## config.mk

```make
export PLATFORM = sky130hd
export DESIGN_NAME = vsync_separator
export DESIGN_NICKNAME = d
export VERILOG_FILES = /design/src/rtl/vsep_pkg.sv /design/src/rtl/vsep_sync_chain.sv /design/src/rtl/vsep_run_counter.sv /design/src/rtl/vsync_separator.sv
export SDC_FILE = /design/constraint.sdc
export NUM_CORES = 1
export LEC_CHECK = 0
export ABC_AREA = 1
export ABC_CLOCK_PERIOD_IN_PS = 1400
export CAP_MARGIN = 10
export CORE_UTILIZATION = 45
export DETAILED_ROUTE_END_ITERATION = 8
export GPL_TIMING_DRIVEN = 0
export PLACE_DENSITY = 0.7
export SLEW_MARGIN = 20
export SYNTH_ARGS = -nofsm -noshare
export SYNTH_HDL_FRONTEND = slang
export SYNTH_HIERARCHICAL = 1
export SYNTH_SLANG_ARGS = --single-unit
```

## constraint.sdc

```tcl
create_clock -name clk_sample -period 1.4 [get_ports clk_sample]
set_input_delay 0.28 -clock clk_sample [delete_from_list [all_inputs] [get_ports clk_sample]]
set_output_delay 0.28 -clock clk_sample [all_outputs]
set_load 0.03 [all_outputs]
```

## src/rtl/vsep_pkg.sv

```systemverilog
`timescale 1ns/1ps
package vsep_pkg;

   typedef enum logic [1:0] {
      ACT_IDLE  = 2'd0,
      ACT_COUNT = 2'd1,
      ACT_FLIP  = 2'd2
   } vsep_act_e;

   // Action for one sample: agree -> idle, disagree below limit -> count,
   // disagree at or past limit -> flip the output.
   function automatic vsep_act_e vsep_decide(input logic differs, input logic reached);
      if (!differs)     return ACT_IDLE;
      else if (reached) return ACT_FLIP;
      else              return ACT_COUNT;
   endfunction

endpackage

```

## src/rtl/vsep_sync_chain.sv

```systemverilog
`timescale 1ns/1ps
module vsep_sync_chain #(
   parameter int unsigned STAGES = 2,
   parameter logic        INIT   = 1'b0
) (
   input  logic clk,
   input  logic rst_n,
   input  logic d,
   output logic q
);
   generate
      if (STAGES < 2) begin : g_bad_stages
         $error("vsep_sync_chain: STAGES must be at least 2");
      end
   endgenerate

   logic [STAGES-1:0] stage;

   always_ff @(posedge clk or negedge rst_n) begin
      if (!rst_n) stage <= {STAGES{INIT}};
      else        stage <= {stage[STAGES-2:0], d};
   end

   assign q = stage[STAGES-1];
endmodule

```

## src/rtl/vsep_run_counter.sv

```systemverilog
`timescale 1ns/1ps
module vsep_run_counter
   import vsep_pkg::*;
#(
   parameter int unsigned CNT_W = 8
) (
   input  logic             clk,
   input  logic             rst_n,
   input  logic             differs,
   input  logic [CNT_W-1:0] limit,
   output vsep_act_e        act,
   output logic [CNT_W-1:0] cnt
);
   generate
      if (CNT_W < 1 || CNT_W > 16) begin : g_bad_width
         $error("vsep_run_counter: CNT_W must lie in 1..16");
      end
   endgenerate

   localparam logic [CNT_W-1:0] ONE = {{(CNT_W-1){1'b0}}, 1'b1};

   logic reached;

   // >= rather than == so a lowered limit cannot strand the count
   assign reached = (cnt >= limit);
   assign act     = vsep_decide(differs, reached);

   always_ff @(posedge clk or negedge rst_n) begin
      if (!rst_n) begin
         cnt <= '0;
      end else begin
         unique case (act)
            ACT_COUNT: cnt <= cnt + ONE;
            default:   cnt <= '0;
         endcase
      end
   end
endmodule

```

## src/rtl/vsync_separator.sv

```systemverilog
`timescale 1ns/1ps
module vsync_separator
   import vsep_pkg::*;
#(
   parameter int unsigned THR_W       = 8,
   parameter int unsigned SYNC_STAGES = 2,
   parameter logic        OUT_INIT    = 1'b0
) (
   input  logic             clk_sample,
   input  logic             rst_n,
   input  logic             sync_raw,
   input  logic [THR_W-1:0] thr_cycles,
   output logic             vsync_out
);
   logic             sync_s;
   logic [THR_W-1:0] run_cnt;
   vsep_act_e        act;

   vsep_sync_chain #(
      .STAGES (SYNC_STAGES),
      .INIT   (OUT_INIT)
   ) u_sync (
      .clk   (clk_sample),
      .rst_n (rst_n),
      .d     (sync_raw),
      .q     (sync_s)
   );

   vsep_run_counter #(
      .CNT_W (THR_W)
   ) u_run (
      .clk     (clk_sample),
      .rst_n   (rst_n),
      .differs (sync_s != vsync_out),
      .limit   (thr_cycles),
      .act     (act),
      .cnt     (run_cnt)
   );

   always_ff @(posedge clk_sample or negedge rst_n) begin
      if (!rst_n)               vsync_out <= OUT_INIT;
      else if (act == ACT_FLIP) vsync_out <= sync_s;
   end
endmodule

```

==> results of run 1 <==
## layer usage
layer / share of wire / routed length, um / GRT usage / vias up
met3: 0.023 / 34 / 0.02609 / 2
met2: 0.54 / 816 / 0.3531 / 7
met1: 0.43 / 647 / 0.2486 / 284
met4: 0.0073 / 11 / 0.07742 / 0
met5: 0 / 0 / 0 / -
li1: - / - / - / 309
## power groups by stage
stage	Clock [mW]	Combinational [mW]	Sequential [mW]
finish	0.204	0.463	0.391
global route	0.231	0.513	0.394
CTS	0.215	0.374	0.392
detailed placement	0	0.224	0.396
global placement	0	0.218	0.395
floorplan	0	0.147	0.397
## cells by family after synthesis
family / count (synthesis) / share of synthesized area
AND/OR/NAND/NOR: 37 / 0.2509
buffers and inverters: 18 / 0.09473
flip-flops: 11 / 0.3860
adder cells (fa/ha/maj): 9 / 0.1579
XOR/XNOR: 7 / 0.08597
AO/OA/AOI/OAI: 3 / 0.02457
## state kept, by name (all words and copies together), names as in the netlist
signal	flops
u_sync/stage	2
vsync_out	1
u_run/cnt	8
## timing repair
action / in CTS / in global routing
endpoints found under the setup margin: 10 / 9
gates resized for setup: 41 / 15
buffers inserted: 7 / 2
pin swaps: 14 / 8
## layout by cell type, fill, tap and decap left out, drive strengths merged
cell type and count:
a21o 1, nand3 5, inv 18, clkbuf 4
nand4 1, a21oi 2, dlygate4sd2 8, clkdlybuf4s50 3
nor2 12, xor2 4, xnor2 3, nor3 1
buf 9, dfrtp 11, ha 9, nand2 18
## cell type report
type | instances | area [um2] | share of cell area
Clock buffer | 4 | 26.28 | 0.02280
Inverter | 18 | 67.56 | 0.05863
Multi-Input combinational cell | 56 | 574.3 | 0.4984
Sequential cell | 11 | 280.3 | 0.2432
Tap cell | 16 | 20.02 | 0.01737
Timing Repair Buffer | 20 | 183.9 | 0.1596
## cell usage after synthesis, drive strengths merged
cell type | instances | area (um2)
nand4 | 1 | 21.27
nand2 | 18 | 67.56
xnor2 | 3 | 26.28
dfrtp | 11 | 275.3
inv | 18 | 67.56
xor2 | 4 | 35.03
nor3 | 1 | 10.01
ha | 9 | 112.6
nor2 | 12 | 50.05
nand3 | 5 | 30.03
a21oi | 2 | 10.01
a21o | 1 | 7.510
## worst reg2reg max path: cells and delay by family (launching register included)
| family | cells | cell delay [ps] |
|---|---|---|
| AOI/OAI and AO/OA | 1 | 170 |
| DFF | 1 | 450 |
| adders and majority gates | 1 | 290 |
| buffers and inverters | 2 | 90 |
| and+or+nand+nor | 6 | 390 |
## how the worst max path moves through the flow
stage / to / start / slack [ps] / cells past startpoint
floorplan: vsync_out$_DFFE_PN0N_ / u_run/cnt[3]$_DFF_PN0_ / -50 / 11
global placement: vsync_out$_DFFE_PN0N_ / thr_cycles[7] / -540 / 11
detailed placement: vsync_out$_DFFE_PN0N_ / thr_cycles[7] / -560 / 12
CTS: vsync_out$_DFFE_PN0N_ / u_run/cnt[5]$_DFF_PN0_ / -90 / 10
global route: vsync_out$_DFFE_PN0N_ / u_run/cnt[5]$_DFF_PN0_ / -180 / 10
finish: vsync_out$_DFFE_PN0N_ / u_run/cnt[5]$_DFF_PN0_ / -80 / 10
## per-stage QoR
step / hold slack (ps) / std cells / total power [mW]
finish: 345.6 / 125 / 1.057
detailed placement: 337.9 / 112 / 0.6197
global route: 369.5 / 125 / 1.138
CTS: 348.2 / 123 / 0.9818
floorplan: -15.59 / 85 / 0.5441
global placement: 333.1 / 112 / 0.6127
==> metrics, run 1 <==
RePlAce Congestion slightly above 0.7; setup slack, reg-to-reg -80 ps; worst r2r path cells 10; reg2reg start u_run/cnt[5]$_DFF_PN0_; maximum vdd ir drop between 0.6 and 0.7 mV; Setup WS post-layout -82.22 ps; filler cell count 96; Place WS -561.4 ps; fmax 674.7 MHz; total internal power ~0.69 mW; DP HPWL 920.4 um; Fin. Hold Viols 0; setup_tns -537.6 ps; r2r endpoint vsync_out$_DFFE_PN0N_; # diodes 0; TritonCTS clock tree built; core area approximately 1500 um2; family with the most delay on the worst path flip-flops; wire length of the first global-routing pass 2615 um; layout cell share with drive strength beyond 1 0.4954; Clock power frac 0.193; Via Count approximately 600; Total Die Area 1748 um2; port bufs 11; share of power burned in registers 0.370; ANT nets after route 0; Initial DRT Pass Iterations 2; Placed Area about 850 um2; Root Driver clkbuf_4; Initial DRC Count 2; RSZ-0062 raised after global routing yes; Setup-failing EPs final 9; clk_lat worst skew 260 ps; Arr. time, crit path 1630 ps; logic gate share of total power 0.438; Initial Utilization 0.4790; vias in the first global route roughly 630; Max Cap Violations 0; Synth Warn # 6; max-slew violations 0; failing checks setup timing; Net Sw Frac 0.3492; Core Rows 14; CTS clk-pin slew, worst paths 60 ps; #FFs+latches synth 11; crit path launch type flip-flop; CP most frequent cell nand2_1; post-layout util 0.7740; gr ovfl total 0; GRT Util Overall 0.2011; Mean Syn Cell Area 8.390 um2; LEAKAGE approximately 0.53 nW; Max transition margin 0.6805; register area share after synthesis 0.3860; largest net degree at the start of global routing 12; Die Width 41.81 um; DRC viols 0; slowest cell delay on critical path 450 ps; Total Wirelength 1509 um; WP buf/inv 2; P_sw around 0.37 mW; I/O pins 12; Power Density just over 900 nW/um2; status complete, but fails checks; critical path class flip-flop to flip-flop; Worst Hold Class primary input to async pin; Total Nets Final 130; total CTS buffers 3; worst-margin pin slew 477.8 ps; CTS Hold Bufs 0; crit-path cells ha_4, nand2_1, a21oi_2, nor2_4, nand4_4, inv_2, inv_2, nand2_1, nand2_1, nand2_1; DR vias/cell roughly 4.8; Tcrit/Tclk final 1.059; htree depth 1; slowest CP cell dfrtp_2; Die Span Y 41.81 um; clock skew 0.6609 ps; Worst setup EP type flip-flop; Post-Syn Nets around 110; post-route cell area 1152 um2; Crit path required time 1550 ps; post-synth design cell area 713.2 um2; Area Overhead vs Synth 61.58%; mean routed wirelength per cell 12.07 um; Longest Clk Path Bufs 2; Tmin final 1482 ps; Yosys cell types 14; clock sink total 11; initial antenna violation count 0; Cells after Synth 85; Crit Path Max Fanout 4
Power figures use the tool's default switching activity.
==> run 2: changes to the inputs <==
--- a/config.mk
+++ b/config.mk
@@ -10,7 +10,7 @@
 export CAP_MARGIN = 10
 export CORE_UTILIZATION = 45
 export DETAILED_ROUTE_END_ITERATION = 8
-export GPL_TIMING_DRIVEN = 0
+export GPL_TIMING_DRIVEN = 1
 export PLACE_DENSITY = 0.7
 export SLEW_MARGIN = 20
 export SYNTH_ARGS = -nofsm -noshare
==> metrics, run 2 (synthesis results as in run 1) <==
status complete, but fails checks; failing checks setup timing; Crit Path Max Fanout 2 (-2); setup_tns -330.8 ps (+206.7 ps); Tcrit/Tclk final 1.052 (-0.006674); slowest CP cell dfrtp_1; Core Rows 14 (unchanged); RSZ-0062 raised after global routing yes; I/O pins 12 (unchanged); post-layout util 0.7538 (-0.02017); max-slew violations 0 (unchanged); Area Overhead vs Synth 57.37%; port bufs 11 (unchanged); Initial DRT Pass Iterations 4 (+2); CTS clk-pin slew, worst paths 60 ps (about the same); share of power burned in registers 0.380 (+0.010); layout cell share with drive strength beyond 1 0.4818 (-0.01359); max reg flops 8 (unchanged); RePlAce Congestion 0.7586 (+5.6%); DRC viols 0 (unchanged); setup slack, reg-to-reg -70 ps (about the same); core area 1489 um2 (unchanged); multi-input logic area 550.5 um2 (-4.1%); Power Density 897.4 nW/um2 (-2.2%); ANT nets after route 0 (unchanged); Crit path required time 1550 ps (about the same); Total Nets Final 131 (+0.77%); largest net degree at the start of global routing 12 (unchanged); mean routed wirelength per cell 12.45 um (+3.2%); Net Sw Frac 0.3424 (-0.006768); fmax 678.9 MHz (+0.63%); P_sw 0.3449 mW (-6.6%); post-placement cell count 121 (+8.0%); Root Driver clkbuf_4; Pwr Total 1.007 mW (-4.7%); crit path launch type flip-flop; CTS Hold Bufs 0 (unchanged); reg2reg start u_run/cnt[7]$_DFF_PN0_; maximum vdd ir drop 0.8786 mV (+37%); GRT Util Overall 0.1886 (-0.01246); gr ovfl total 0 (unchanged); DP HPWL 980.1 um (+6.5%); clock sink total 11 (unchanged); Seq. cell area 275.3 um2 (-1.8%); critical path endpoint vsync_out$_DFFE_PN0N_; worst-margin pin slew 493.4 ps (+15.58 ps); Max Cap Violations 0 (unchanged); filler cell count 110 (+15%); Initial Utilization 0.4790 (unchanged); htree depth 1 (unchanged); Initial DRC Count 8 (+6); most frequent cells in the layout dfrtp_1 (11), inv_1 (10), nand2_1 (9), buf_4 (9); Setup WS post-layout -72.88 ps (+9.344 ps); Die Width 41.81 um (unchanged); Setup-failing EPs final 9 (unchanged); vias in the first global route 612 (-3.3%); Max transition margin 0.6700 (-0.01042); Clock power frac 0.202 (+0.009); Largest regs u_run/cnt x8, u_sync/stage x2, vsync_out x1; Via Count 599 (-0.50%); Total Wirelength 1569 um (+4.0%); worst r2r path cells 10 (unchanged); critical path class flip-flop to flip-flop; Arr. time, crit path 1620 ps (about the same); total internal power 0.6623 mW (-3.7%); Longest Clk Path Bufs 2 (unchanged); wire length of the first global-routing pass 2456 um (-6.1%); fin cells 126 (+0.80%); Die Span Y 41.81 um (unchanged); crit-path cells ha_4, nand2_4, nor2_4, nand2_2, nand3_2, nand2_2, inv_2, nand2_1, nand2_1, nand2_1; DR vias/cell 4.754 (-1.3%); r2r endpoint vsync_out$_DFFE_PN0N_; initial antenna violation count 0 (unchanged); register with the most flip-flops u_run/cnt; clk_lat worst skew 260 ps (about the same); Place WS -507.8 ps (+53.55 ps); CP most frequent cell nand2_1; total CTS buffers 3 (unchanged); logic gate share of total power 0.419 (-0.019); Tmin final 1473 ps (-9.344 ps); slowest cell delay on critical path 410 ps (-40 ps); Total Die Area 1748 um2 (unchanged); Fin. Hold Viols 0 (unchanged); commonest non-fill, non-tap cell in the layout dfrtp_1; worst setup path startpoint u_run/cnt[7]$_DFF_PN0_; LEAKAGE 0.5675 nW (+7.2%); # diodes 0 (unchanged); clock skew 2.591 ps (+1.930 ps); Worst setup EP type flip-flop; TritonCTS clock tree built; Worst Hold Class primary input to async pin
[run 2: cell type report]
| class | count | area share |
|---|---|---|
| Multi-Input combinational cell | 56 | 0.4905 |
| Tap cell | 16 | 0.01784 |
| Timing Repair Buffer | 21 | 0.1628 |
| Inverter | 18 | 0.06020 |
| Clock buffer | 4 | 0.02341 |
| Sequential cell | 11 | 0.2453 |
[run 2: what timing repair did]
| item | 4_1_cts | 5_1_grt |
|---|---|---|
| pin swaps | 18 | 15 |
| gates resized for setup | 28 | 24 |
| setup endpoints to repair | 10 | 9 |
| setup buffers | 0 | 1 |
[run 2: metal layers]
metal	track usage	up-vias	wire, um
li1	-	311	-
met1	0.2409	281	647
met2	0.3094	5	881
met3	0.01304	2	29
met4	0.1161	0	10
met5	0	-	0
[run 2: metrics by stage]
step | hold slack (ps) | cell area [um2]
2_1_floorplan | -15.59 | 718.2
3_3_place_gp | 335.4 | 915.9
3_5_place_dp | 344.3 | 915.9
4_1_cts | 351.9 | 1015
5_1_grt | 370.0 | 1122
6_report | 352.4 | 1122
[run 2: worst min-delay path by stage]
stage | to
finish | u_run/cnt[4]$_DFF_PN0_
CTS | u_run/cnt[4]$_DFF_PN0_
global route | u_sync/stage[1]$_DFF_PN0_
floorplan | u_run/cnt[0]$_DFF_PN0_
detailed placement | u_sync/stage[1]$_DFF_PN0_
global placement | u_sync/stage[1]$_DFF_PN0_
[run 2: critical path, delay by kind of cell (launching register included)]
family                   cells  cell delay, ps
buffers and inverters        1              60
AND/OR/NAND/NOR              8             590
flip-flops                   1             410
adder cells (fa/ha/maj)      1             300
[run 2: power by group through the flow]
stage                     Sequential [mW]  Clock (mW)  Combinational (mW)
after floorplan                     0.397           0               0.147
after detailed placement            0.378           0               0.295
after CTS                           0.380       0.215               0.335
after global placement              0.378           0               0.284
final                               0.383       0.203               0.422
after global routing                0.386       0.231               0.471
==> run 3: changes to the inputs <==
--- a/config.mk
+++ b/config.mk
@@ -15,5 +15,4 @@
 export SLEW_MARGIN = 20
 export SYNTH_ARGS = -nofsm -noshare
 export SYNTH_HDL_FRONTEND = slang
-export SYNTH_HIERARCHICAL = 1
 export SYNTH_SLANG_ARGS = --single-unit
==> metrics, run 3 <==
status complete, but fails checks; failing checks setup timing; DP HPWL 1034 um (+5.5%); reg2reg start u_run.cnt[7]$_DFF_PN0_; # diodes 0 (unchanged); fmax 680.0 MHz (+0.16%); worst-margin pin slew 479.4 ps (-14.05 ps); clk_lat worst skew 270 ps (about the same); clock skew 2.055 ps (-0.5367 ps); top-count cell post-synth nand2_1; Via Count 661 (+10%); Seq. cell area 276.5 um2 (+0.45%); LEAKAGE 0.5755 nW (+1.4%); core area 1383 um2 (-7.1%); Worst setup EP type flip-flop; post-route cell area 1104 um2 (-1.7%); critical path class flip-flop to flip-flop; Largest regs u_run.cnt x8, u_sync.stage x2, vsync_out x1; most frequent cells after synthesis nand2_1 (17), inv_1 (16), dfrtp_1 (11), nor2_1 (11), ha_1 (9); ANT nets after route 0 (unchanged); post-synthesis xor/xnor area fraction 0.07381 (-0.01215); most frequent cells in the layout nand2_1 (11), buf_4 (11), inv_1 (10), dfrtp_1 (10); Post-Synth Simple-Gate Area 0.2601 (+0.009228); Crit Path Max Fanout 8 (+6); TritonCTS clock tree built; Total Nets Final 131 (unchanged); Synth Warn # 0 (-6); Synth area leaders dfrtp_1 (39%), ha_1 (16%), nand2_1 (9.0%); Total Die Area 1745 um2 (-0.17%); Arr. time, crit path 1670 ps (+50 ps); multi-input logic area 521.8 um2 (-5.2%); Initial DRC Count 4 (-4); total CTS buffers 3 (unchanged); RSZ-0062 raised after global routing yes; largest net degree at the start of global routing 12 (unchanged); Setup-failing EPs final 9 (unchanged); filler cell count 89 (-19%); Die Width 41.78 um (about the same); Initial Utilization 0.5149 (+0.03594); Placed Area 900.9 um2 (-1.6%); Synth async-reset ratio 1.000 (unchanged); #FFs+latches synth 11 (unchanged); share of the synthesized area in the top cell type 0.3866 (+0.0006783); Fin. Hold Viols 0 (unchanged); Top FF cell, synth dfrtp_1; mux contribution to synthesized area 0 (unchanged); post-synth design cell area 711.9 um2 (-0.18%); vias in the first global route 628 (+2.6%); Longest Clk Path Bufs 2 (unchanged); mean routed wirelength per cell 14.88 um (+19%); Tmin final 1471 ps (-2.354 ps); crit path launch type flip-flop; Area Overhead vs Synth 55.01%; largest family of logic cells by synthesized area simple AND/OR/NAND/NOR gates; area share of fa/ha/maj cells after synthesis 0.1582 (+0.0002775); Initial DRT Pass Iterations 4 (unchanged); Setup WS post-layout -70.52 ps (+2.354 ps); Total Wirelength 1860 um (+19%); RePlAce Congestion 0.8398 (+11%); Mean Syn Cell Area 8.475 um2 (+1.0%); clock sink total 11 (unchanged); fin cells 125 (-0.79%); register area share after synthesis 0.3866 (+0.0006783); max-slew violations 0 (unchanged); CTS clk-pin slew, worst paths 70 ps (about the same); Post-Syn Nets 104 (-0.95%); layout cell share with drive strength beyond 1 0.4273 (-0.05455); Cells after Synth 84 (-1.2%); wire length of the first global-routing pass 2518 um (+2.5%); Worst Hold Class primary input to async pin; Compound-Gate Fraction of Synth Area 0.03163 (+0.007073); Power Density 983.8 nW/um2 (+9.6%); worst setup path startpoint u_run.cnt[7]$_DFF_PN0_; Root Driver clkbuf_4; post-placement cell count 118 (-2.5%); Core Rows 13 (-1); DRC viols 0 (unchanged); I/O pins 12 (unchanged); Max Cap Violations 0 (unchanged); max reg flops 8 (unchanged); DR vias/cell 5.288 (+11%); initial antenna violation count 0 (unchanged); gr ovfl total 0 (unchanged); Pwr Total 1.086 mW (+7.8%); Yosys top cell by area dfrtp_1; Tcrit/Tclk final 1.050 (-0.001681); htree depth 1 (unchanged); maximum vdd ir drop 0.8892 mV (+1.2%); Die Span Y 41.78 um (about the same); Max transition margin 0.6794 (+0.009394); Yosys cell types 17 (+3); Post-synth EDFFs 0 (unchanged); port bufs 11 (unchanged); Crit path required time 1600 ps (+50 ps); register with the most flip-flops u_run.cnt; GRT Util Overall 0.1911 (+0.002438)
run 3: stage by stage:
step / hold slack (ps) / setup WS [ps] / utilization / TNS, ps
after CTS: 345.9 / 9.058 / 0.7285 / 0
after global placement: 338.0 / -387.3 / 0.6516 / -3257
after detailed placement: 344.8 / -388.3 / 0.6516 / -3360
after floorplan: -15.59 / 89.93 / - / 0
final: 331.8 / -70.52 / 0.7982 / -420.7
after global routing: 369.8 / -138.7 / 0.7982 / -1081
run 3: per-layer routing:
metal | GRT usage | up-vias | part of all wire
met3 | 0.03913 | 10 | 0.034
li1 | - | 311 | -
met5 | 0 | - | 0
met2 | 0.3156 | 25 | 0.53
met4 | 0.07742 | 0 | 0.044
met1 | 0.2418 | 315 | 0.40
run 3: path summary, 6_finish.rpt:
| check | to | slack (ps) | cells after the start |
|---|---|---|---|
| setup / recovery | u_run.cnt[4]$_DFF_PN0_ | -70 | 5 |
| hold / removal | u_sync.stage[0]$_DFF_PN0_ | 330 | 1 |
| setup reg to reg | u_run.cnt[4]$_DFF_PN0_ | -70 | 5 |
| hold reg to reg | u_sync.stage[1]$_DFF_PN0_ | 360 | 0 |
| max in group asynchronous | u_run.cnt[6]$_DFF_PN0_ | 720 | 1 |
| min in group clk_sample | u_sync.stage[1]$_DFF_PN0_ | 360 | 0 |
run 3: final cells by class:
type / instances / share of cell area
Multi-Input combinational cell: 56 / 0.4728
Sequential cell: 11 / 0.2506
Timing Repair Buffer: 22 / 0.1769
Inverter: 17 / 0.05782
Clock buffer: 3 / 0.02041
Tap cell: 15 / 0.01701
Clock inverter: 1 / 0.004535
run 3: report_power, final:
part	internal, mW	leakage (nW)	switching [mW]
registers	0.362	0.144	0.0373
logic	0.220	0.414	0.249
clock network	0.106	0.0177	0.111
run 3: timing repair:
item / 4_1_cts / 5_1_grt
pin swaps: 15 / 18
cloned: 0 / 0
endpoints found under the setup margin: 10 / 9
hold buffers: 0 / 0
gates resized for setup: 18 / 21
setup buffers: 0 / 3
run 3: cell families after synthesis:
| group | count (synthesis) |
|---|---|
| xor gates and xnor gates | 6 |
| and+or+nand+nor | 37 |
| adders and majority gates | 9 |
| buffers and inverters | 17 |
| DFF | 11 |
| AOI/OAI and AO/OA | 4 |
run 3: worst max-delay path, cell delays in order (launching register included):
cell and delay, ps:
dfrtp_1 420, ha_4 250, a21o_1 220, nor2_4 170
nand4_4 190, nor2_2 150
